$ cat src/rtl/ddr3i_pkg.sv
package ddr3i_pkg;

    localparam int unsigned BA_W = 3;

    typedef enum logic [3:0] {
        ST_IDLE,
        ST_RST_HOLD,
        ST_RST_REL,
        ST_CKE_WAIT,
        ST_MRS,
        ST_ZQ_ISSUE,
        ST_ZQ_WAIT,
        ST_DONE
    } seq_state_e;

    typedef enum logic {
        KIND_MRS  = 1'b0,
        KIND_ZQCL = 1'b1
    } cmd_kind_e;

    // Mode-register number written at each step of a chip-select group
    function automatic logic [1:0] mr_of_step(input logic [1:0] step);
        case (step)
            2'd0:    return 2'd2;
            2'd1:    return 2'd3;
            2'd2:    return 2'd1;
            default: return 2'd0;
        endcase
    endfunction

endpackage

$ cat src/rtl/ddr3i_wait_timer.sv
module ddr3i_wait_timer #(
    parameter int unsigned CNT_W = 16
) (
    input  logic             clk,
    input  logic             rst_n,
    input  logic             load,
    input  logic [CNT_W-1:0] load_val,
    output logic             expired
);

    logic [CNT_W-1:0] cnt_d, cnt_q;

    always_comb begin
        cnt_d = cnt_q;
        if (load) begin
            cnt_d = load_val;
        end else if (cnt_q != '0) begin
            cnt_d = cnt_q - 1'b1;
        end
    end

    always_ff @(posedge clk) begin
        if (!rst_n) begin
            cnt_q <= '0;
        end else begin
            cnt_q <= cnt_d;
        end
    end

    assign expired = (cnt_q == '0);

    AST_TIMER_STEP: assert property (@(posedge clk) disable iff (!rst_n)
        (!load && cnt_q != '0) |=> (cnt_q == $past(cnt_q) - 1'b1));

endmodule

$ cat src/rtl/ddr3i_mr_encode.sv
module ddr3i_mr_encode #(
    parameter int unsigned ROW_W = 16
) (
    input  logic [1:0]       mr_sel,
    input  logic [4:0]       cfg_cl,
    input  logic [3:0]       cfg_cwl,
    input  logic [4:0]       cfg_wr,
    input  logic [1:0]       cfg_burst,
    input  logic             cfg_ppd,
    input  logic [2:0]       cfg_rtt_nom,
    input  logic [1:0]       cfg_rtt_wr,
    input  logic [1:0]       cfg_drv,
    output logic [ROW_W-1:0] word
);

    logic [3:0] cas_code;
    logic [2:0] wr_code;
    logic [4:0] cl_off;
    logic       cl_high;
    logic [3:0] cwl_off;

    // CAS code: even codes for CL 5..11, odd codes for CL 12..16
    always_comb begin
        cl_high  = (cfg_cl >= 5'd12);
        cl_off   = cl_high ? (cfg_cl - 5'd12) : (cfg_cl - 5'd4);
        cas_code = {cl_off[2:0], cl_high};
        if (cfg_cl < 5'd5 || cfg_cl > 5'd16) begin
            cas_code = 4'd0;
        end
    end

    always_comb begin
        case (cfg_wr)
            5'd5:    wr_code = 3'd1;
            5'd6:    wr_code = 3'd2;
            5'd7:    wr_code = 3'd3;
            5'd8:    wr_code = 3'd4;
            5'd10:   wr_code = 3'd5;
            5'd12:   wr_code = 3'd6;
            5'd14:   wr_code = 3'd7;
            default: wr_code = 3'd0;
        endcase
    end

    assign cwl_off = cfg_cwl - 4'd5;

    always_comb begin
        word = '0;
        case (mr_sel)
            2'd0: begin
                word[1:0]  = cfg_burst;
                word[2]    = cas_code[0];
                word[3]    = 1'b1;
                word[6:4]  = cas_code[3:1];
                word[7]    = 1'b0;
                word[8]    = 1'b1;
                word[11:9] = wr_code;
                word[12]   = cfg_ppd;
            end
            2'd1: begin
                word[1] = cfg_drv[0];
                word[2] = cfg_rtt_nom[0];
                word[5] = cfg_drv[1];
                word[6] = cfg_rtt_nom[1];
                word[9] = cfg_rtt_nom[2];
            end
            2'd2: begin
                word[5:3]  = cwl_off[2:0];
                word[6]    = 1'b0;
                word[7]    = 1'b1;
                word[10:9] = cfg_rtt_wr;
            end
            default: word = '0;
        endcase
    end

endmodule

$ cat src/rtl/ddr3i_addr_mirror.sv
module ddr3i_addr_mirror #(
    parameter int unsigned ROW_W = 16,
    parameter int unsigned BA_W  = 3,
    parameter int unsigned PAIRS = 3
) (
    input  logic             enable,
    input  logic [ROW_W-1:0] addr_in,
    input  logic [BA_W-1:0]  ba_in,
    output logic [ROW_W-1:0] addr_out,
    output logic [BA_W-1:0]  ba_out
);

    localparam int unsigned FIRST_BIT = 3;

    always_comb begin
        addr_out = addr_in;
        ba_out   = ba_in;
        if (enable) begin
            for (int k = 0; k < int'(PAIRS); k++) begin
                addr_out[FIRST_BIT + 2*k]     = addr_in[FIRST_BIT + 2*k + 1];
                addr_out[FIRST_BIT + 2*k + 1] = addr_in[FIRST_BIT + 2*k];
            end
            ba_out[0] = ba_in[1];
            ba_out[1] = ba_in[0];
        end
    end

endmodule

$ cat src/rtl/ddr3_init_seq.sv
module ddr3_init_seq
    import ddr3i_pkg::*;
#(
    parameter int unsigned NUM_CS         = 8,
    parameter int unsigned ROW_W          = 16,
    parameter int unsigned RESET_HOLD_CYC = 10000,
    parameter int unsigned RESET_REL_CYC  = 25000,
    parameter int unsigned CKE_WAIT_CYC   = 18,
    parameter int unsigned ZQ_WAIT_CYC    = 512,
    localparam int unsigned CS_W = (NUM_CS > 1) ? $clog2(NUM_CS) : 1
) (
    input  logic              clk,
    input  logic              rst_n,
    input  logic              start,
    input  logic [NUM_CS-1:0] cs_present,
    input  logic              registered_dimm,
    input  logic              mirror_en,
    input  logic [4:0]        cfg_cl,
    input  logic [3:0]        cfg_cwl,
    input  logic [4:0]        cfg_wr,
    input  logic [1:0]        cfg_burst,
    input  logic              cfg_ppd,
    input  logic [2:0]        cfg_rtt_nom,
    input  logic [1:0]        cfg_rtt_wr,
    input  logic [1:0]        cfg_drv,
    output logic              mem_reset_n,
    output logic              mem_cke,
    output logic              cmd_valid,
    input  logic              cmd_ready,
    output logic              cmd_type,
    output logic [CS_W-1:0]   cmd_cs,
    output logic [2:0]        cmd_ba,
    output logic [ROW_W-1:0]  cmd_addr,
    output logic              done
);

    localparam int unsigned MAX_A    = (RESET_HOLD_CYC > RESET_REL_CYC) ? RESET_HOLD_CYC : RESET_REL_CYC;
    localparam int unsigned MAX_B    = (CKE_WAIT_CYC > ZQ_WAIT_CYC) ? CKE_WAIT_CYC : ZQ_WAIT_CYC;
    localparam int unsigned MAX_WAIT = (MAX_A > MAX_B) ? MAX_A : MAX_B;
    localparam int unsigned CNT_W    = $clog2(MAX_WAIT + 1);
    localparam int unsigned ZQ_BIT   = 10;

    localparam logic [CNT_W-1:0] LD_HOLD = CNT_W'(RESET_HOLD_CYC - 1);
    localparam logic [CNT_W-1:0] LD_REL  = CNT_W'(RESET_REL_CYC - 1);
    localparam logic [CNT_W-1:0] LD_CKE  = CNT_W'(CKE_WAIT_CYC - 1);
    localparam logic [CNT_W-1:0] LD_ZQ   = CNT_W'(ZQ_WAIT_CYC - 1);

    typedef struct packed {
        seq_state_e        st;
        logic [CS_W-1:0]   cs;
        logic [1:0]        step;
        logic              zq_second;
        logic              rst_out_n;
        logic              cke;
        logic              vld;
        logic              kind;
        logic [CS_W-1:0]   ocs;
        logic [BA_W-1:0]   oba;
        logic [ROW_W-1:0]  oaddr;
        logic              done;
    } seq_regs_t;

    seq_regs_t d, q;

    logic             tmr_load;
    logic [CNT_W-1:0] tmr_val;
    logic             tmr_expired;

    logic [CS_W-1:0]  first_cs, next_cs;
    logic             first_ok, next_ok;
    logic [1:0]       mr_num;
    logic [ROW_W-1:0] mr_word;
    logic [ROW_W-1:0] mir_addr;
    logic [BA_W-1:0]  mir_ba;
    logic             mir_on;

    // Lowest present chip select, and lowest present one above the current
    always_comb begin
        first_cs = '0;
        first_ok = 1'b0;
        next_cs  = '0;
        next_ok  = 1'b0;
        for (int i = int'(NUM_CS) - 1; i >= 0; i--) begin
            if (cs_present[i]) begin
                first_cs = CS_W'(i);
                first_ok = 1'b1;
                if (CS_W'(i) > q.cs) begin
                    next_cs = CS_W'(i);
                    next_ok = 1'b1;
                end
            end
        end
    end

    assign mr_num = mr_of_step(q.step);
    assign mir_on = mirror_en & q.cs[0];

    ddr3i_mr_encode #(
        .ROW_W (ROW_W)
    ) u_encode (
        .mr_sel      (mr_num),
        .cfg_cl      (cfg_cl),
        .cfg_cwl     (cfg_cwl),
        .cfg_wr      (cfg_wr),
        .cfg_burst   (cfg_burst),
        .cfg_ppd     (cfg_ppd),
        .cfg_rtt_nom (cfg_rtt_nom),
        .cfg_rtt_wr  (cfg_rtt_wr),
        .cfg_drv     (cfg_drv),
        .word        (mr_word)
    );

    ddr3i_addr_mirror #(
        .ROW_W (ROW_W),
        .BA_W  (BA_W),
        .PAIRS (3)
    ) u_mirror (
        .enable   (mir_on),
        .addr_in  (mr_word),
        .ba_in    ({1'b0, mr_num}),
        .addr_out (mir_addr),
        .ba_out   (mir_ba)
    );

    ddr3i_wait_timer #(
        .CNT_W (CNT_W)
    ) u_timer (
        .clk      (clk),
        .rst_n    (rst_n),
        .load     (tmr_load),
        .load_val (tmr_val),
        .expired  (tmr_expired)
    );

    always_comb begin
        d        = q;
        tmr_load = 1'b0;
        tmr_val  = '0;
        case (q.st)
            ST_IDLE, ST_DONE: begin
                if (start) begin
                    d.st        = ST_RST_HOLD;
                    d.rst_out_n = 1'b0;
                    d.cke       = 1'b0;
                    d.done      = 1'b0;
                    tmr_load    = 1'b1;
                    tmr_val     = LD_HOLD;
                end
            end
            ST_RST_HOLD: begin
                if (tmr_expired) begin
                    d.st        = ST_RST_REL;
                    d.rst_out_n = 1'b1;
                    tmr_load    = 1'b1;
                    tmr_val     = LD_REL;
                end
            end
            ST_RST_REL: begin
                if (tmr_expired) begin
                    d.st     = ST_CKE_WAIT;
                    d.cke    = 1'b1;
                    tmr_load = 1'b1;
                    tmr_val  = LD_CKE;
                end
            end
            ST_CKE_WAIT: begin
                if (tmr_expired) begin
                    d.step      = 2'd0;
                    d.zq_second = 1'b0;
                    d.cs        = first_cs;
                    d.st        = first_ok ? ST_MRS : ST_ZQ_ISSUE;
                end
            end
            ST_MRS: begin
                if (!q.vld) begin
                    d.vld   = 1'b1;
                    d.kind  = KIND_MRS;
                    d.ocs   = q.cs;
                    d.oba   = mir_ba;
                    d.oaddr = mir_addr;
                end else if (cmd_ready) begin
                    d.vld = 1'b0;
                    if (q.step == 2'd3) begin
                        d.step = 2'd0;
                        if (registered_dimm && next_ok) begin
                            d.cs = next_cs;
                        end else begin
                            d.st = ST_ZQ_ISSUE;
                        end
                    end else begin
                        d.step = q.step + 2'd1;
                    end
                end
            end
            ST_ZQ_ISSUE: begin
                if (!q.vld) begin
                    d.vld           = 1'b1;
                    d.kind          = KIND_ZQCL;
                    d.ocs           = first_cs;
                    d.oba           = '0;
                    d.oaddr         = '0;
                    d.oaddr[ZQ_BIT] = 1'b1;
                end else if (cmd_ready) begin
                    d.vld    = 1'b0;
                    d.st     = ST_ZQ_WAIT;
                    tmr_load = 1'b1;
                    tmr_val  = LD_ZQ;
                end
            end
            ST_ZQ_WAIT: begin
                if (tmr_expired) begin
                    if (q.zq_second) begin
                        d.st   = ST_DONE;
                        d.done = 1'b1;
                    end else begin
                        d.st        = ST_ZQ_ISSUE;
                        d.zq_second = 1'b1;
                    end
                end
            end
            default: d.st = ST_IDLE;
        endcase
    end

    always_ff @(posedge clk) begin
        if (!rst_n) begin
            q <= '{st: ST_IDLE, default: '0};
        end else begin
            q <= d;
        end
    end

    assign mem_reset_n = q.rst_out_n;
    assign mem_cke     = q.cke;
    assign cmd_valid   = q.vld;
    assign cmd_type    = q.kind;
    assign cmd_cs      = q.ocs;
    assign cmd_ba      = q.oba;
    assign cmd_addr    = q.oaddr;
    assign done        = q.done;

    AST_CMD_STABLE: assert property (@(posedge clk) disable iff (!rst_n)
        (cmd_valid && !cmd_ready) |=> (cmd_valid && $stable({cmd_type, cmd_cs, cmd_ba, cmd_addr})));
    AST_NO_CMD_WITHOUT_CKE: assert property (@(posedge clk) disable iff (!rst_n)
        cmd_valid |-> (mem_cke && mem_reset_n));
    AST_CKE_AFTER_RESET: assert property (@(posedge clk) disable iff (!rst_n)
        mem_cke |-> mem_reset_n);
    AST_MR3_ZERO: assert property (@(posedge clk) disable iff (!rst_n)
        (cmd_valid && !cmd_type && cmd_ba == 3'd3) |-> (cmd_addr == '0));
    AST_ZQ_A10: assert property (@(posedge clk) disable iff (!rst_n)
        (cmd_valid && cmd_type) |-> (cmd_addr == ROW_W'(1 << ZQ_BIT) && cmd_ba == 3'd0));
    AST_DONE_QUIET: assert property (@(posedge clk) disable iff (!rst_n)
        done |-> !cmd_valid);

endmodule

$ cat config.mk
export PLATFORM = sky130hd
export DESIGN_NAME = ddr3_init_seq
export DESIGN_NICKNAME = d
export VERILOG_FILES = /design/src/rtl/ddr3i_pkg.sv /design/src/rtl/ddr3i_wait_timer.sv /design/src/rtl/ddr3i_mr_encode.sv /design/src/rtl/ddr3i_addr_mirror.sv /design/src/rtl/ddr3_init_seq.sv
export SDC_FILE = /design/constraint.sdc
export NUM_CORES = 1
export LEC_CHECK = 0
export ABC_AREA = 1
export BUFFER_PORTS_ARGS = -buffer_cell sky130_fd_sc_hd__buf_4
export CAP_MARGIN = 30
export CORE_MARGIN = 2
export CORE_UTILIZATION = 35
export DETAILED_ROUTE_END_ITERATION = 12
export GPL_ROUTABILITY_DRIVEN = 0
export PLACE_DENSITY_LB_ADDON = 0.08
export REMOVE_ABC_BUFFERS = 1
export SYNTH_ARGS = -nofsm -noshare
export SYNTH_HDL_FRONTEND = slang
export SYNTH_SLANG_ARGS = --single-unit
export TNS_END_PERCENT = 100
$ cat constraint.sdc
create_clock -name clk -period 3.11 [get_ports clk]
set_input_delay 0.4665 -clock clk [delete_from_list [all_inputs] [get_ports clk]]
set_output_delay 0.4665 -clock clk [all_outputs]
set_load 0.005 [all_outputs]
; ---- After elaboration in Yosys (flattened, before gate mapping)
; Index checks and enable logic that the tools add are counted.
; W data, S select, Z words.
[word_totals]
register_bits = 52
latch_bits = 0
ram_bits = 0
rom_bits = 0
output_inout_bits = 27
memories = 0
[op_classes]
n_addsub = 5
n_mul = 0
n_div = 0
magnitude_cmp = 11
n_eq_ne = 34
n_shift = 0
muxes = 107
bitwise = 1
n_reduce_logical = 24
[op_table]
columns = operator, count
row1 = $mux W3, 26
row2 = $pmux W15 S4, 1
row3 = $pmux W24 S2, 1
row4 = $mux W23, 2
row5 = $mux W15, 3
row6 = $mux W1, 38
row7 = $mux W9, 4
row8 = $mux W4, 8
row9 = $ne A2 B2 Y1 const B, 15
row10 = $pmux W4 S7, 1
row11 = $pmux W3 S7, 1
row12 = $eq A5 B4 Y1 const B, 4
row13 = $eq A4 B3 Y1 const B, 4
row14 = $eq A5 B3 Y1 const B, 3
row15 = $logic_not A15 Y1, 1
row16 = $reduce_bool A15 Y1, 1
row17 = $sub A15 B1 Y15 const B, 1
row18 = $mux W14, 1
row19 = $reduce_bool A2 Y1, 7
row20 = $gt A3 B3 Y1 const A, 4
row21 = $pmux W2 S3, 2
row22 = $reduce_and A3 Y1, 4
row23 = $reduce_and A11 Y1, 1
row24 = $mux W10, 1
row25 = 27 further kinds, 48

; ---- Depth between registers and ports, before layout
[depth]
word_depth = 23
depth_mapped = 13
ltp_nobuf = 13

; ---- Modules after synthesis
; A second synthesis with hierarchy kept.
[hier_totals]
hier_cells = 572
hier_area_um2 = 3537.1
[modules_own_cells]
columns = module, instances, cells_per_inst, area_per_inst_um2, seq_area_each_um2
row1 = ddr3_init_seq, 1, 319, 2070.7, 720.7
row2 = ddr3i_wait_timer, 1, 144, 945.9, 300.3
row3 = ddr3i_mr_encode, 1, 72, 332.8, 0.0
row4 = ddr3i_addr_mirror, 1, 37, 187.7, 0.0

; ---- Worst setup path after synthesis
; OpenSTA, ideal clock, no wires.
[synth_path]
path_kind = register -> register
startpoint = reg q[28] (netlist name)
endpoint = reg q[35] (netlist name)
arrival_ns = 1.495
required_ns = 2.994
setup_slack_ns = 1.499
stages_incl_launch_ff = 10
n_path_buf = 1
path_cell_list = dfxtp_1 ha_1 clkbuf_1 inv_1 nand2_1 nand2_1 nor2_1 nand3_1 o21ai_0 nor2_1
[synth_between]
elab_chain_len = 3
[synth_lines]
columns = element, line_no
row1 = from (decl), ddr3_init_seq.sv:63  ; seq_regs_t d, q;
row2 = from (signal assigned), ddr3_init_seq.sv:227  ; q <= '{st: ST_IDLE, default: '0};
row3 = from (signal assigned), ddr3_init_seq.sv:229  ; q <= d;
row4 = $eq A2 B2 Y1, ddr3_init_seq.sv:183  ; if (q.step == 2'd3) begin
row5 = $ne A2 B2 Y1 (no line), --
row6 = $reduce_and A11 Y1 (no line), --
; Every way passes these cells.
; A chain may end at the register's enable or synchronous reset.

; ---- Final worst setup path
[layout_path]
startpoint = reg u_timer.cnt_q[0]
endpoint = reg u_timer.cnt_q[13]
[layout_between]
elab_chain_len = 4
word_cells_on_any_way = 10
[layout_lines]
columns = element, line_no
row1 = from (decl), ddr3i_wait_timer.sv:11  ; logic [CNT_W-1:0] cnt_d, cnt_q;
row2 = from (signal assigned), ddr3i_wait_timer.sv:26  ; cnt_q <= cnt_d;
row3 = "parallel branches: the longest is 4 deep, another holds $sub A15 B1 Y15", --
; Several ways; the timed one is not identified. The select of a mux whose other input is x is not followed.

==> summary.txt <==
status = completed
vias per cell = 4.66
die width = 99.0 um
Initial Util = 0.363
total global routing track utilization = 0.163
worst-skew pair later-pin latency = 300 ps
Initial DRC Count = 90
Yosys reg bits = 47
Setup crit end kind = register
sequential share of the synthesized area = 0.298
Layout Skew = 6.27 ps
vias in the first global route = 2866
I/O pin total = 65
IR drop worst, VDD = 0.323 mV
critical path arrival = 2230 ps
Clock Path Buffers = 2
crit path time final = 2020 ps
Area growth syn-to-layout = 15.1%
# resized after CTS = 0
DRT Pass-1 Iters = 4
Routed Antenna Nets = 0
Final Total Pwr = 2.77 mW
crit path kind = register to register
via count = 2963
largest net degree at the start of global routing = 26
most repeated library cell on the critical path = nand2_2
Hold Buf Count CTS = 0
Final nets = 573
layout cells sized above 1 = 0.193
HPWL Detailed = 5.95 mm
initial antenna violation count = 0
CTS Sinks = 47
crit-path leading delay family = simple AND/OR/NAND/NOR gates
grt ovf = 0
cell taking the most area after synthesis = dfxtp_1
setup TNS = 0 ps
die area = 9810 um^2
Leak = 1.80 nW
DRC Markers = 0
Tightest Pin Transition = 735 ps
Reg clk slew, reported paths = 90 ps
yosys warns = 0
Clock Tree Root = clkbuf_8
WL final = 7.69 mm
Req. time, crit path = 3320 ps
Post-Syn Instances = 486
Synth area leaders = dfxtp_1 30%, nand2_1 15%, inv_1 6.8%, a21oi_1 6.5%, nor2_1 6.2%
Rows = 34
core outline area = 8720 um^2
Post-Syn Area = 3160 um^2
FMAX = 495 MHz
final setup violation count = 0
Yosys top cell area share = 0.298
Worst Setup Start Kind = register
wire per inst = 12.1 um
unrepaired setup endpoints after global routing = no
htree depth = 2
Slowest-stage cell, CP = a21oi_4
fill count = 937
# Post-CTS Setup Buffers = 0
Chip Height = 99.0 um
relative slew slack = 0.507
Syn Area/Cell = 6.51 um^2
Pwr Density = 760 nW/um^2
global-route wire length before repair = 13.3 mm
crit path buf inv count = 2
port bufs = 59
CP Cell Sequence = inv_1 > ha_1 > nand2_2 > nor2_4 > nand3_4 > clkinv_4 > a21oi_4 > nand2_2 > nand2_4 > nor2_1
CTS tree = built
CP peak stage delay = 370 ps
Antenna Cells = 0
# Max-Cap Violations = 0
final worst path period share = 0.650
HP Class = input port to register
CP max FO = 13
Slew Viols, Final = 0
final hold vios = 0
TritonCTS buffer count = 5
count of cell types in the netlist = 45
-- worst reg2reg max path: stages (launching register included) --
cell      delay, ps
dfxtp_1         360
inv_1            60
ha_1            250
nand2_2         140
nor2_4           70
nand3_4         150
clkinv_4        140
a21oi_4         370
nand2_2         180
nand2_4         150
nor2_1           60
-- layout make-up --
cell class / count / area (um^2) / area share
multi-input combinational: 347 / 1760 / 0.483
sequential: 47 / 941 / 0.259
timing repair buffer: 62 / 465 / 0.128
inverter: 64 / 250 / 0.0688
tap: 108 / 135 / 0.0371
clock buffer: 5 / 68.8 / 0.0189
clock inverter: 3 / 20.0 / 0.00550
-- cell families after synthesis --
kind of cell	synth area share
adder cells (fa/ha/maj)	0.0317
AND/OR/NAND/NOR	0.339
other	0.00119
AO/OA/AOI/OAI	0.153
flip-flops	0.298
XOR/XNOR	0.0277
buffers and inverters	0.150
-- synth_stat cells (all sizes together) --
cell type  instances
nand2            137
inv               60
nor2              57
dfxtp             47
a21oi             44
nand3             30
o21ai             28
buf               27
xor2               9
ha                 8
nor3               7
o211ai             5
clkbuf             4
clkinv             4
or2                4
nand4              2
nor4               2
o31ai              2
a211oi             1
a22o               1
a31oi              1
and3               1
conb               1
nand3b             1
o21a               1
o22ai              1
xnor2              1
-- metal layers --
metal  vias to the layer above  GRT usage  part of all wire
li1                       1607          -                 -
met1                      1294      0.222              0.50
met2                        54      0.272              0.45
met3                         8     0.0298             0.040
met4                         0     0.0337            0.0088
met5                         -          0                 0
-- final timing paths --
path | from | endpoint | slack, ps | cells past startpoint
max | u_timer.cnt_q[0]$_SDFFE_PN0P_ | u_timer.cnt_q[13]$_SDFFE_PN0P_ | 1090 | 10
min | cfg_burst[0] | cmd_addr[0]$_SDFFE_PN0P_ | 450 | 3
max reg2reg | u_timer.cnt_q[0]$_SDFFE_PN0P_ | u_timer.cnt_q[13]$_SDFFE_PN0P_ | 1090 | 10
min reg2reg | cmd_addr[1]$_SDFFE_PN0P_ | cmd_addr[1]$_SDFFE_PN0P_ | 470 | 2
-- power breakdown --
| part | switching, mW | internal (mW) |
|---|---|---|
| Combinational | 0.927 | 0.560 |
| Clock | 0.219 | 0.157 |
| Sequential | 0.142 | 0.763 |
-- cells in the final DEF (no fill, tap or decap), types with 2 or more instances in the layout --
cell / count
nand2_1: 126
buf_4: 62
inv_1: 57
nor2_1: 52
dfxtp_1: 47
a21oi_1: 41
nand3_1: 28
o21ai_0: 23
xor2_1: 9
ha_1: 8
nand2_2: 6
nor3_1: 6
nand2_4: 5
clkbuf_8: 5
nor2_2: 4
o21ai_1: 4
o211ai_1: 4
conb_1: 4
inv_2: 3
o31ai_1: 2
nand4_1: 2
a21oi_2: 2
clkinv_4: 2
clkinv_1: 2
nor4_1: 2
or2_2: 2
clkinvlp_4: 2
-- flip-flops by register name, summed over array words and instances, names as in the netlist --
signal         cells
cmd_cs             3
q                  9
mem_cke            1
cmd_type           1
mem_reset_n        1
cmd_addr          13
cmd_valid          1
cmd_ba             2
done               1
u_timer.cnt_q     15
-- through the flow --
step | cell area (um^2) | utilization | cells | worst slack [ps] | hold WS [ps]
6_report | 3640 | 0.417 | 636 | 1090 | 449
2_1_floorplan | 2950 | - | 458 | 1380 | 450
3_5_place_dp | 3550 | 0.407 | 628 | 1110 | 455
3_3_place_gp | 3550 | 0.407 | 628 | 1090 | 453
4_1_cts | 3640 | 0.417 | 636 | 1090 | 440
5_1_grt | 3640 | 0.417 | 636 | 913 | 475
Power figures use the tool's default switching activity.
